`src/rtl/potcmd_pkg.sv`:
```
package potcmd_pkg;

  typedef enum logic [3:0] {
    S_IDLE, S_ADDR, S_AACK, S_INSTR, S_IACK, S_WR, S_WACK, S_RD, S_RACK, S_WAIT
  } st_t;

  typedef enum logic [2:0] {
    K_RD_WIPER, K_WR_WIPER, K_RD_DREG, K_WR_DREG, K_DR2W, K_W2DR, K_BAD
  } kind_t;

  typedef enum logic [1:0] {
    C_WR_WIPER = 2'd0,
    C_WR_DREG  = 2'd1,
    C_DR2W     = 2'd2,
    C_W2DR     = 2'd3
  } cmd_t;

  // opcode field of the instruction byte -> command kind
  function automatic kind_t kind_of(input logic [2:0] code);
    case (code)
      3'b100:  return K_RD_WIPER;
      3'b101:  return K_WR_WIPER;
      3'b011:  return K_RD_DREG;
      3'b110:  return K_WR_DREG;
      3'b010:  return K_DR2W;
      3'b111:  return K_W2DR;
      default: return K_BAD;
    endcase
  endfunction

  function automatic logic kind_is_read(input kind_t k);
    return (k == K_RD_WIPER) || (k == K_RD_DREG);
  endfunction

  function automatic logic kind_is_write(input kind_t k);
    return (k == K_WR_WIPER) || (k == K_WR_DREG);
  endfunction

  function automatic cmd_t cmd_of(input kind_t k);
    case (k)
      K_WR_DREG: return C_WR_DREG;
      K_DR2W:    return C_DR2W;
      K_W2DR:    return C_W2DR;
      default:   return C_WR_WIPER;
    endcase
  endfunction

endpackage

```
`src/rtl/potcmd_busev.sv`:
```
module potcmd_busev #(
  parameter int SYNC_STAGES = 2
) (
  input  logic clk,
  input  logic rst_n,
  input  logic scl_i,
  input  logic sda_i,
  output logic scl_s,
  output logic sda_s,
  output logic start_ev,
  output logic stop_ev,
  output logic rise_ev,
  output logic fall_ev
);
  localparam int MSB = SYNC_STAGES - 1;

  logic [MSB:0] scl_ch, sda_ch;
  logic         scl_d, sda_d;

  always_ff @(posedge clk or negedge rst_n) begin
    if (!rst_n) begin
      scl_ch <= '1;
      sda_ch <= '1;
      scl_d  <= 1'b1;
      sda_d  <= 1'b1;
    end else begin
      scl_ch <= {scl_ch[MSB-1:0], scl_i};
      sda_ch <= {sda_ch[MSB-1:0], sda_i};
      scl_d  <= scl_ch[MSB];
      sda_d  <= sda_ch[MSB];
    end
  end

  assign scl_s    = scl_ch[MSB];
  assign sda_s    = sda_ch[MSB];
  assign start_ev = scl_s & scl_d & sda_d & ~sda_s;
  assign stop_ev  = scl_s & scl_d & ~sda_d & sda_s;
  assign rise_ev  = scl_s & ~scl_d;
  assign fall_ev  = ~scl_s & scl_d;

endmodule

```
`src/rtl/potcmd_hdr.sv`:
```
module potcmd_hdr
  import potcmd_pkg::*;
#(
  parameter logic [3:0] TYPE_ID = 4'b0101
) (
  input  logic [6:0] addr_field,
  input  logic [2:0] strap,
  input  logic       busy,
  input  logic [7:0] instr_byte,
  input  logic       rw,
  output logic       addr_ok,
  output logic       instr_ok,
  output kind_t      kind
);
  assign addr_ok  = (addr_field[6:3] == TYPE_ID) && (addr_field[2:0] == strap) && !busy;
  assign kind     = kind_of(instr_byte[7:5]);
  assign instr_ok = (kind != K_BAD) && !instr_byte[4] && (instr_byte[1:0] == 2'b00)
                    && (rw == kind_is_read(kind));
endmodule

```
`src/rtl/potcmd_slave.sv`:
```
module potcmd_slave
  import potcmd_pkg::*;
#(
  parameter int         DATA_W      = 10,
  parameter int         SYNC_STAGES = 2,
  parameter logic [3:0] TYPE_ID     = 4'b0101
) (
  input  logic              clk,
  input  logic              rst_n,
  input  logic              scl_i,
  input  logic              sda_i,
  output logic              sda_oe,
  input  logic [2:0]        strap_addr,
  input  logic              nv_busy,
  output logic              rd_src_wiper,
  input  logic [DATA_W-1:0] rd_data,
  output logic              cmd_stb,
  output logic [1:0]        cmd_op,
  output logic [1:0]        cmd_ptr,
  output logic [DATA_W-1:0] cmd_data
);
  localparam int HI_W = DATA_W - 8;

  logic scl_s, sda_s, start_ev, stop_ev, rise_ev, fall_ev;
  logic addr_ok, instr_ok;
  kind_t kind_w;

  st_t               st_q;
  logic [3:0]        bit_cnt;
  logic [7:0]        sh_q, tx_q;
  logic              rw_q, lo_q, pend_q, mack_q, stb_q;
  kind_t             kind_q;
  logic [1:0]        ptr_q;
  logic [DATA_W-1:0] data_q;

  potcmd_busev #(.SYNC_STAGES(SYNC_STAGES)) u_ev (
    .clk(clk), .rst_n(rst_n), .scl_i(scl_i), .sda_i(sda_i),
    .scl_s(scl_s), .sda_s(sda_s), .start_ev(start_ev), .stop_ev(stop_ev),
    .rise_ev(rise_ev), .fall_ev(fall_ev)
  );

  potcmd_hdr #(.TYPE_ID(TYPE_ID)) u_hdr (
    .addr_field(sh_q[7:1]), .strap(strap_addr), .busy(nv_busy),
    .instr_byte(sh_q), .rw(rw_q),
    .addr_ok(addr_ok), .instr_ok(instr_ok), .kind(kind_w)
  );

  always_ff @(posedge clk or negedge rst_n) begin
    if (!rst_n) begin
      st_q    <= S_IDLE;
      bit_cnt <= '0;
      sh_q    <= '0;
      tx_q    <= '1;
      rw_q    <= 1'b0;
      lo_q    <= 1'b0;
      pend_q  <= 1'b0;
      mack_q  <= 1'b0;
      stb_q   <= 1'b0;
      kind_q  <= K_BAD;
      ptr_q   <= '0;
      data_q  <= '0;
    end else begin
      stb_q <= 1'b0;
      if (start_ev) begin
        st_q    <= S_ADDR;
        bit_cnt <= '0;
        pend_q  <= 1'b0;
        lo_q    <= 1'b0;
      end else if (stop_ev) begin
        stb_q  <= pend_q;
        pend_q <= 1'b0;
        st_q   <= S_IDLE;
      end else begin
        case (st_q)
          S_ADDR, S_INSTR, S_WR: begin
            if (rise_ev && bit_cnt != 4'd8) begin
              sh_q    <= {sh_q[6:0], sda_s};
              bit_cnt <= bit_cnt + 4'd1;
            end
            if (fall_ev && bit_cnt == 4'd8) begin
              bit_cnt <= '0;
              case (st_q)
                S_ADDR: begin
                  if (addr_ok) begin st_q <= S_AACK; rw_q <= sh_q[0]; end
                  else st_q <= S_IDLE;
                end
                S_INSTR: begin
                  if (instr_ok) begin st_q <= S_IACK; kind_q <= kind_w; ptr_q <= sh_q[3:2]; end
                  else st_q <= S_IDLE;
                end
                default: begin
                  st_q <= S_WACK;
                  if (!lo_q) data_q[DATA_W-1:8] <= sh_q[HI_W-1:0];
                  else       data_q[7:0]        <= sh_q;
                end
              endcase
            end
          end
          S_AACK: if (fall_ev) st_q <= S_INSTR;
          S_IACK: if (fall_ev) begin
            lo_q <= 1'b0;
            if (kind_is_read(kind_q)) begin
              data_q <= rd_data;
              tx_q   <= {{(8-HI_W){1'b0}}, rd_data[DATA_W-1:8]};
              st_q   <= S_RD;
            end else if (kind_is_write(kind_q)) begin
              st_q <= S_WR;
            end else begin
              st_q   <= S_WAIT;
              pend_q <= 1'b1;
            end
          end
          S_WACK: if (fall_ev) begin
            if (!lo_q) begin lo_q <= 1'b1; st_q <= S_WR; end
            else begin st_q <= S_WAIT; pend_q <= 1'b1; end
          end
          S_RD: begin
            if (rise_ev) bit_cnt <= bit_cnt + 4'd1;
            if (fall_ev) begin
              if (bit_cnt == 4'd8) begin st_q <= S_RACK; bit_cnt <= '0; end
              else tx_q <= {tx_q[6:0], 1'b1};
            end
          end
          S_RACK: begin
            if (rise_ev) mack_q <= ~sda_s;
            if (fall_ev) begin
              if (mack_q && !lo_q) begin
                lo_q <= 1'b1;
                tx_q <= data_q[7:0];
                st_q <= S_RD;
              end else st_q <= S_WAIT;
            end
          end
          default: ;
        endcase
      end
    end
  end

  assign sda_oe       = (st_q inside {S_AACK, S_IACK, S_WACK}) || (st_q == S_RD && !tx_q[7]);
  assign rd_src_wiper = (kind_q == K_RD_WIPER);
  assign cmd_stb      = stb_q;
  assign cmd_op       = cmd_of(kind_q);
  assign cmd_ptr      = ptr_q;
  assign cmd_data     = data_q;

  // the pad enable moves only in the low phase of the bus clock
  assert_oe_scl_low_R11: assert property (@(posedge clk) disable iff (!rst_n)
    !$stable(sda_oe) |-> !scl_s);
  // one-cycle strobe, and only after a stop
  assert_stb_pulse_R9: assert property (@(posedge clk) disable iff (!rst_n)
    cmd_stb |=> !cmd_stb);
  assert_stb_after_stop_R9: assert property (@(posedge clk) disable iff (!rst_n)
    cmd_stb |-> $past(stop_ev));
  // no address acknowledge decided while the bank was busy
  assert_busy_no_ack_R3: assert property (@(posedge clk) disable iff (!rst_n)
    (st_q == S_AACK && $past(st_q) == S_ADDR) |-> !$past(nv_busy));
  // a start always restarts address reception
  assert_start_restart_R1: assert property (@(posedge clk) disable iff (!rst_n)
    start_ev |=> (st_q == S_ADDR && bit_cnt == 4'd0));
  // padding bits of the first read byte are driven low
  assert_rd_pad_zero_R8: assert property (@(posedge clk) disable iff (!rst_n)
    (st_q == S_RD && !lo_q && bit_cnt < 4'd6) |-> sda_oe);

endmodule

```
`config.mk`:
```
export PLATFORM = sky130hd
export DESIGN_NAME = potcmd_slave
export DESIGN_NICKNAME = d
export VERILOG_FILES = /design/src/rtl/potcmd_pkg.sv /design/src/rtl/potcmd_busev.sv /design/src/rtl/potcmd_hdr.sv /design/src/rtl/potcmd_slave.sv
export SDC_FILE = /design/constraint.sdc
export NUM_CORES = 1
export LEC_CHECK = 0
export ABC_AREA = 1
export ABC_CLOCK_PERIOD_IN_PS = 2400
export BUFFER_PORTS_ARGS = -buffer_cell sky130_fd_sc_hd__buf_2
export CAP_MARGIN = 30
export CORE_MARGIN = 1.5
export CORE_UTILIZATION = 50
export CTS_BUF_LIST = sky130_fd_sc_hd__clkbuf_8
export DETAILED_ROUTE_END_ITERATION = 10
export PLACE_DENSITY = 0.67
export SETUP_SLACK_MARGIN = 0.3
export SLEW_MARGIN = 15
export SYNTH_ARGS = -nofsm -noshare
export SYNTH_HDL_FRONTEND = slang
export SYNTH_SLANG_ARGS = --single-unit
export TNS_END_PERCENT = 5
```
`constraint.sdc`:
```
create_clock -name clk -period 2.4 [get_ports clk]
set_clock_uncertainty 0.2 [all_clocks]
set_input_delay 0.12 -clock clk [delete_from_list [all_inputs] [get_ports clk]]
set_output_delay 0.12 -clock clk [all_outputs]
set_load 0.02 [all_outputs]
```
==> summary.txt, run 1 <==
CP max FO: 10
Total wire length: 6980 um
Via density: 5.19
CP cell instances: inv_1 > ha_1 > nand2_1 > nor2_1 > nand2_2 > inv_2 > nand3_1 > or2_4 > o21ai_1 > inv_1
GR met2 Demand/Resource: 34.3%
CTS buffer count: 5
IO buf count: 34
Area growth from synthesis to layout: 17.0%
Worst hold path type: input port to register
Row count: 28
Top_reg_cell synth: dfrtp_1
H-tree lvl count: 2
Starting Density: 51.2%
Global-route wire length before repair: 11400 um
Nets: 463
Max Cap Violations: 0
DRC viols: 0
Pwr/cell area: 1200 nW/um^2
Initial antenna violation count: 0
Seq/Total Area, Yosys: 42.4%
Setup crit start kind: register
Critical path's most frequent cell: inv_1
Clock Tree Buf Depth: 2
DRT antenna net count: 0
DRT Pass-1 Iters: 5
Initial drt markers: 184
Final hold vios: 0
M1 GR Usage: 34.3%
Cell Area, Synth: 3000 sq um
EDFF count, synth: 0
Total track usage: 22.8%
Top Ports: 35
Clock Pin Slew Worst Setup and Hold Paths: 0.09 ns
Largest net degree at the start of global routing: 32
Synthesis-stage register bit count: 50
Mapped Cells: 395
Critical path class: register to register
Clock Sink Count: 50
Clock root buffer: clkbuf_8
Total global routing overflow: 0
Count of cell types in the netlist: 41
Later-pin clock latency in the skew report: 0.31 ns
Status: finished clean
Worst EP required: 2.45 ns
Die ar.: 6470 sq um
Fin. max-slew vios: 0
Avg Cell Area, Syn: 7.59 sq um
Final Cycle Share: 81.6%
Grt peak-use layer: met2
Worst slew pin tran: 0.452 ns
Worst vdd ir: 0.000570 V
Hold depth: 6
Inserted Diodes: 0
Rel. slew slack: 69.9%
Chip width: 80.4 um
P_leak: 1.84 nW
GRT met3 Usage: 3.41%
Highest clock rate: 510 MHz
Worst Setup End Kind: register
Final instance count without filler cells: 519
HPWL after DPL: 5160 um
Fin Setup TNS: 0 ns
Die height: 80.4 um
RSZ-0062 raised after global routing: yes
Synth warnings: 0
Worst Path Arrival: 2.01 ns
Slowest cell delay on critical path: 0.39 ns
Minimum clock period: 1.96 ns
# setup viols final: 0
R2R cell count: 10
Vias in the first global route: 2385
Layout cell share with drive strength beyond 1: 25.2%
CTS tree: yes
Core area: 5850 sq um
Syn Nets: 415
Crit-path slowest cell: dfrtp_1
Post-synth ARST share: 100%
Avg WL per Cell: 13.5 um
Gpl congestion: 0.944
Cell total after placement: 497
Vias: 2694
[per-stage QoR]
stage | power, W | setup WS [ns] | util [%] | hold WS, ns | cell area (sq um)
after global routing | 0.00455 | 0.284 | 59.9 | 0.121 | 3510
final | 0.00420 | 0.441 | 59.9 | 0.0572 | 3510
after CTS | 0.00411 | 0.341 | 59.3 | 0.0565 | 3470
after detailed placement | 0.00348 | 0.279 | 55.1 | -0.100 | 3220
after global placement | 0.00345 | 0.335 | 55.1 | -0.105 | 3220
after floorplan | 0.00303 | 0.552 | - | -0.376 | 3000
[cell type report]
type,count,area (sq um)
clock inverter,3,43.8
multi-input combinational,285,1510
timing repair buffer,51,330
tap,75,93.8
inverter,50,190
fill,544,2340
sequential,50,1270
clock buffer,5,68.8
[cells in the mapped netlist, types with 2 or more instances]
cell type	number	share of area, %
nand2_1	112	14
inv_1	42	5.3
dfrtp_1	34	28
nand3_1	32	5.3
nor2_1	26	3.3
o21ai_0	25	4.2
dfstp_2	16	14
o21ai_1	14	2.3
nand2_2	11	2.3
o21ai_2	9	2.6
a21oi_1	8	1.3
inv_2	7	0.88
nand4_1	7	1.5
a22o_1	5	1.5
nor2_2	5	1.0
buf_2	4	0.67
nor3_1	4	0.67
clkbuf_1	3	0.38
nand3_2	3	1.0
a21oi_2	2	0.58
buf_6	2	0.75
ha_1	2	0.83
nand2_4	2	0.75
nor2_4	2	0.75
xnor2_1	2	0.58
[timing repair]
| item | 4_1_cts | 5_1_grt |
|---|---|---|
| cloned | 0 | 1 |
| setup endpoints to repair | 4 | 27 |
| hold endpoints to repair | 31 | 0 |
| pin swaps | 0 | 1 |
| hold buffers | 13 | 0 |
| setup buffers | 0 | 0 |
| gates resized for setup | 1 | 7 |
[cell usage in the layout (no fill, tap or decap), types with 2 or more instances in the layout]
cell,instances
inv_1,42
dlygate4sd3_1,13
xnor2_1,2
ha_1,2
nor2_2,4
nand4_1,7
a21oi_1,8
nand3_2,3
nand3_1,32
nor2_4,3
nor3_1,4
a22o_1,5
o21ai_2,9
nand2_1,110
inv_2,7
buf_4,4
nand2_4,4
nand3_4,2
dfrtp_1,34
nand2_2,11
clkbuf_8,5
a21oi_2,2
o21ai_1,14
buf_2,34
o21ai_0,25
nor2_1,26
dfstp_2,16
[state kept, by name (all words and copies together), names as in the netlist, 3 cells and up]
signal    cells
bit_cnt       4
cmd_data     10
kind_q        3
sh_q          8
st_q          4
tx_q          8
[per-layer routing]
metal	part of all wire [%]	vias up
li1	-	1374
met1	49	1244
met2	46	67
met3	4.0	9
met4	1.2	0
met5	0	-
[cells by family after synthesis]
logic type | after synthesis | synth area share [%]
multiplexers | 1 | 0.334
AO/OA/AOI/OAI | 67 | 13.7
flip-flops | 50 | 42.4
AND/OR/NAND/NOR | 211 | 33.3
buffers and inverters | 61 | 8.56
adder cells (fa/ha/maj) | 2 | 0.835
XOR/XNOR | 3 | 0.877
[worst paths after layout]
check                          startpoint        endpoint  slack, ns
max in group asynchronous           rst_n      u_ev.sda_d       1.12
hold reg to reg            u_ev.sda_ch[0]  u_ev.sda_ch[1]       0.16
setup / recovery               bit_cnt[0]       kind_q[2]       0.44
setup reg to reg               bit_cnt[0]       kind_q[2]       0.44
min in group asynchronous           rst_n     cmd_data[9]       0.09
hold / removal                    nv_busy            rw_q       0.06
[power breakdown]
part	switching (W)	leakage, nW	total, W	internal (W)
combinational	0.00149	1.16	0.00223	0.000739
sequential	0.000232	0.615	0.00136	0.00113
clock	0.000296	0.0585	0.000608	0.000313
[critical path: cells and delay by family, from the launching register on]
family / cells / cell delay (ns)
adders and majority gates: 1 / 0.20
and+or+nand+nor: 5 / 0.70
AOI/OAI and AO/OA: 1 / 0.13
buffers and inverters: 3 / 0.30
DFF: 1 / 0.39
(Power assumes the default switching activity.)
==> run 2, diff against run 1 <==
--- a/config.mk
+++ b/config.mk
@@ -6,7 +6,7 @@
 export NUM_CORES = 1
 export LEC_CHECK = 0
 export ABC_AREA = 1
-export ABC_CLOCK_PERIOD_IN_PS = 2400
+export ABC_CLOCK_PERIOD_IN_PS = 2000
 export BUFFER_PORTS_ARGS = -buffer_cell sky130_fd_sc_hd__buf_2
 export CAP_MARGIN = 30
 export CORE_MARGIN = 1.5
==> constraint.sdc (replaced) <==
create_clock -name clk -period 2 [get_ports clk]
set_clock_uncertainty 0.2 [all_clocks]
set_input_delay 0.1 -clock clk [delete_from_list [all_inputs] [get_ports clk]]
set_output_delay 0.1 -clock clk [all_outputs]
set_load 0.02 [all_outputs]
==> run 2 against run 1 <==
Compared with the run above:
- clock-buffer cell count is 1 higher
- combinational power is 45% higher
- worst setup slack worse by 0.36 ns
- die area stayed put
- core utilization is 7.8 points higher
- critical endpoint is now bit_cnt[1]
- largest cell class unchanged
==> summary.txt, run 2 (same netlist as run 1, synthesis figures left out) <==
Status: finished clean
Final hold vios: 0
Core area: 5850 sq um
Clock Pin Slew Worst Setup and Hold Paths: 0.10 ns
Area growth from synthesis to layout: 32.2%
Util after Layout: 67.7%
Initial drt markers: 147
RSZ-0062 raised after global routing: yes
Vias in the first global route: 2646
Via density: 5.31
Total track usage: 24.8%
Logic pwr share: 58.4%
CP cell instances: inv_2 > ha_4 > nand2_2 > nor2_2 > nand2_2 > buf_6 > nand2_4 > nor2_2 > nor3_4 > inv_2 > nand2_1 > o21ai_1
Metal2 WL: 3760 um
Clock root buffer: clkbuf_8
Global-route wire length before repair: 12400 um
Top Family by Delay on Critical Path: simple AND/OR/NAND/NOR gates
Critical path class: register to register
Worst hold path type: input port to async pin
Clock Tree Buf Depth: 2
HPWL after DPL: 5390 um
P_leak: 1.98 nW
Avg WL per Cell: 14.0 um
Crit-path slowest cell: dfrtp_1
Net Switching: 0.00266 W
Max Cap Violations: 0
Critical path buffers and inverters: 3
Switching portion of total power: 48.0%
Vias: 2899
Later-pin clock latency in the skew report: 0.31 ns
Die ar.: 6470 sq um
Final instance count without filler cells: 546
CTS tree: yes
Fin. max-slew vios: 0
Worst Setup End Kind: register
Initial antenna violation count: 0
Worst slew pin tran: 0.501 ns
Commonest non-fill, non-tap cell in the layout: nand2_1
Inserted Diodes: 0
H-tree lvl count: 2
Int Power: 0.00288 W
Chip width: 80.4 um
Final worst setup slack: 0.0824 ns
CTS buffer count: 5
Final Cycle Share: 95.9%
Most frequent cells in the layout: nand2_1, inv_1, buf_2
Top Ports: 35
Slowest cell delay on critical path: 0.40 ns
Cell total after placement: 503
Clock share of power: 11.4%
Met3 routed WL: 315 um
Fin Setup TNS: 0 ns
Setup crit start kind: register
Minimum clock period: 1.92 ns
Pwr/cell area: 1400 nW/um^2
Total wire length: 7660 um
# setup viols final: 0
Worst Path Arrival: 1.92 ns
Row count: 28
IO buf count: 34
Placement Setup Slack: 0.0803 ns
DRT antenna net count: 0
Clock Sink Count: 50
Worst hold slack: 0.0850 ns
Wl on met1: 3450 um
DR top layer: met4
Rel. slew slack: 66.6%
Starting Density: 51.2%
Nets: 490
Largest register FFs: 10
Worst vdd ir: 0.000565 V
Largest net degree at the start of global routing: 30
Reg power frac: 30.1%
Die height: 80.4 um
Total global routing overflow: 0
DRT Pass-1 Iters: 4
Highest clock rate: 521 MHz
DRC viols: 0
Layout cell share with drive strength beyond 1: 40.6%
Gpl congestion: 0.915
Worst EP required: 2.01 ns
CP max FO: 4
## run 2: worst paths after layout
check	startpoint	cells after the start	slack, ns	to
hold / removal	rst_n	2	0.08	lo_q
hold reg to reg	u_ev.scl_ch[0]	0	0.16	u_ev.scl_ch[1]
max in group asynchronous	rst_n	3	0.92	kind_q[1]
setup / recovery	bit_cnt[0]	12	0.08	bit_cnt[1]
setup reg to reg	bit_cnt[0]	12	0.08	bit_cnt[1]
min in group clk	nv_busy	6	0.09	rw_q
## run 2: power groups by stage
stage	Clock (W)	Combinational, W	Sequential [W]
6_report	0.000632	0.00323	0.00167
5_1_grt	0.000686	0.00356	0.00171
2_1_floorplan	0	0.00204	0.00165
4_1_cts	0.000633	0.00301	0.00164
3_3_place_gp	0	0.00263	0.00164
3_5_place_dp	0	0.00266	0.00165
## run 2: area by class of cell
type,instances,area [sq um]
Fill cell,490,1890
Sequential cell,50,1280
Clock buffer,6,82.6
Tap cell,75,93.8
Inverter,50,205
Multi-Input combinational cell,285,1720
Timing Repair Buffer,78,577
Clock inverter,2,12.5
## run 2: worst reg2reg max path, delay by kind of cell, from the launching register on
kind / cells / cell delay (ns)
and+or+nand+nor: 7 / 0.71
DFF: 1 / 0.40
AOI/OAI and AO/OA: 1 / 0.06
buffers and inverters: 3 / 0.31
adders and majority gates: 1 / 0.14
## run 2: timing repair
item,in CTS,in global routing
gates cloned,2,0
resized for setup,24,59
endpoints found under the setup margin,43,45
endpoints found under the hold margin,57,0
pin swaps,12,28
hold buffers,13,0
buffers inserted,14,6
## run 2: metal layers
layer	track usage [%]	up-vias
met2	40.9	74
met5	0	-
met1	32.9	1377
met3	4.43	15
met4	7.41	0
li1	-	1433
## run 2: through the flow
stage | instance area [sq um] | power, W
global route | 3960 | 0.00595
detailed placement | 3320 | 0.00432
global placement | 3320 | 0.00426
floorplan | 3040 | 0.00369
CTS | 3750 | 0.00528
finish | 3960 | 0.00553
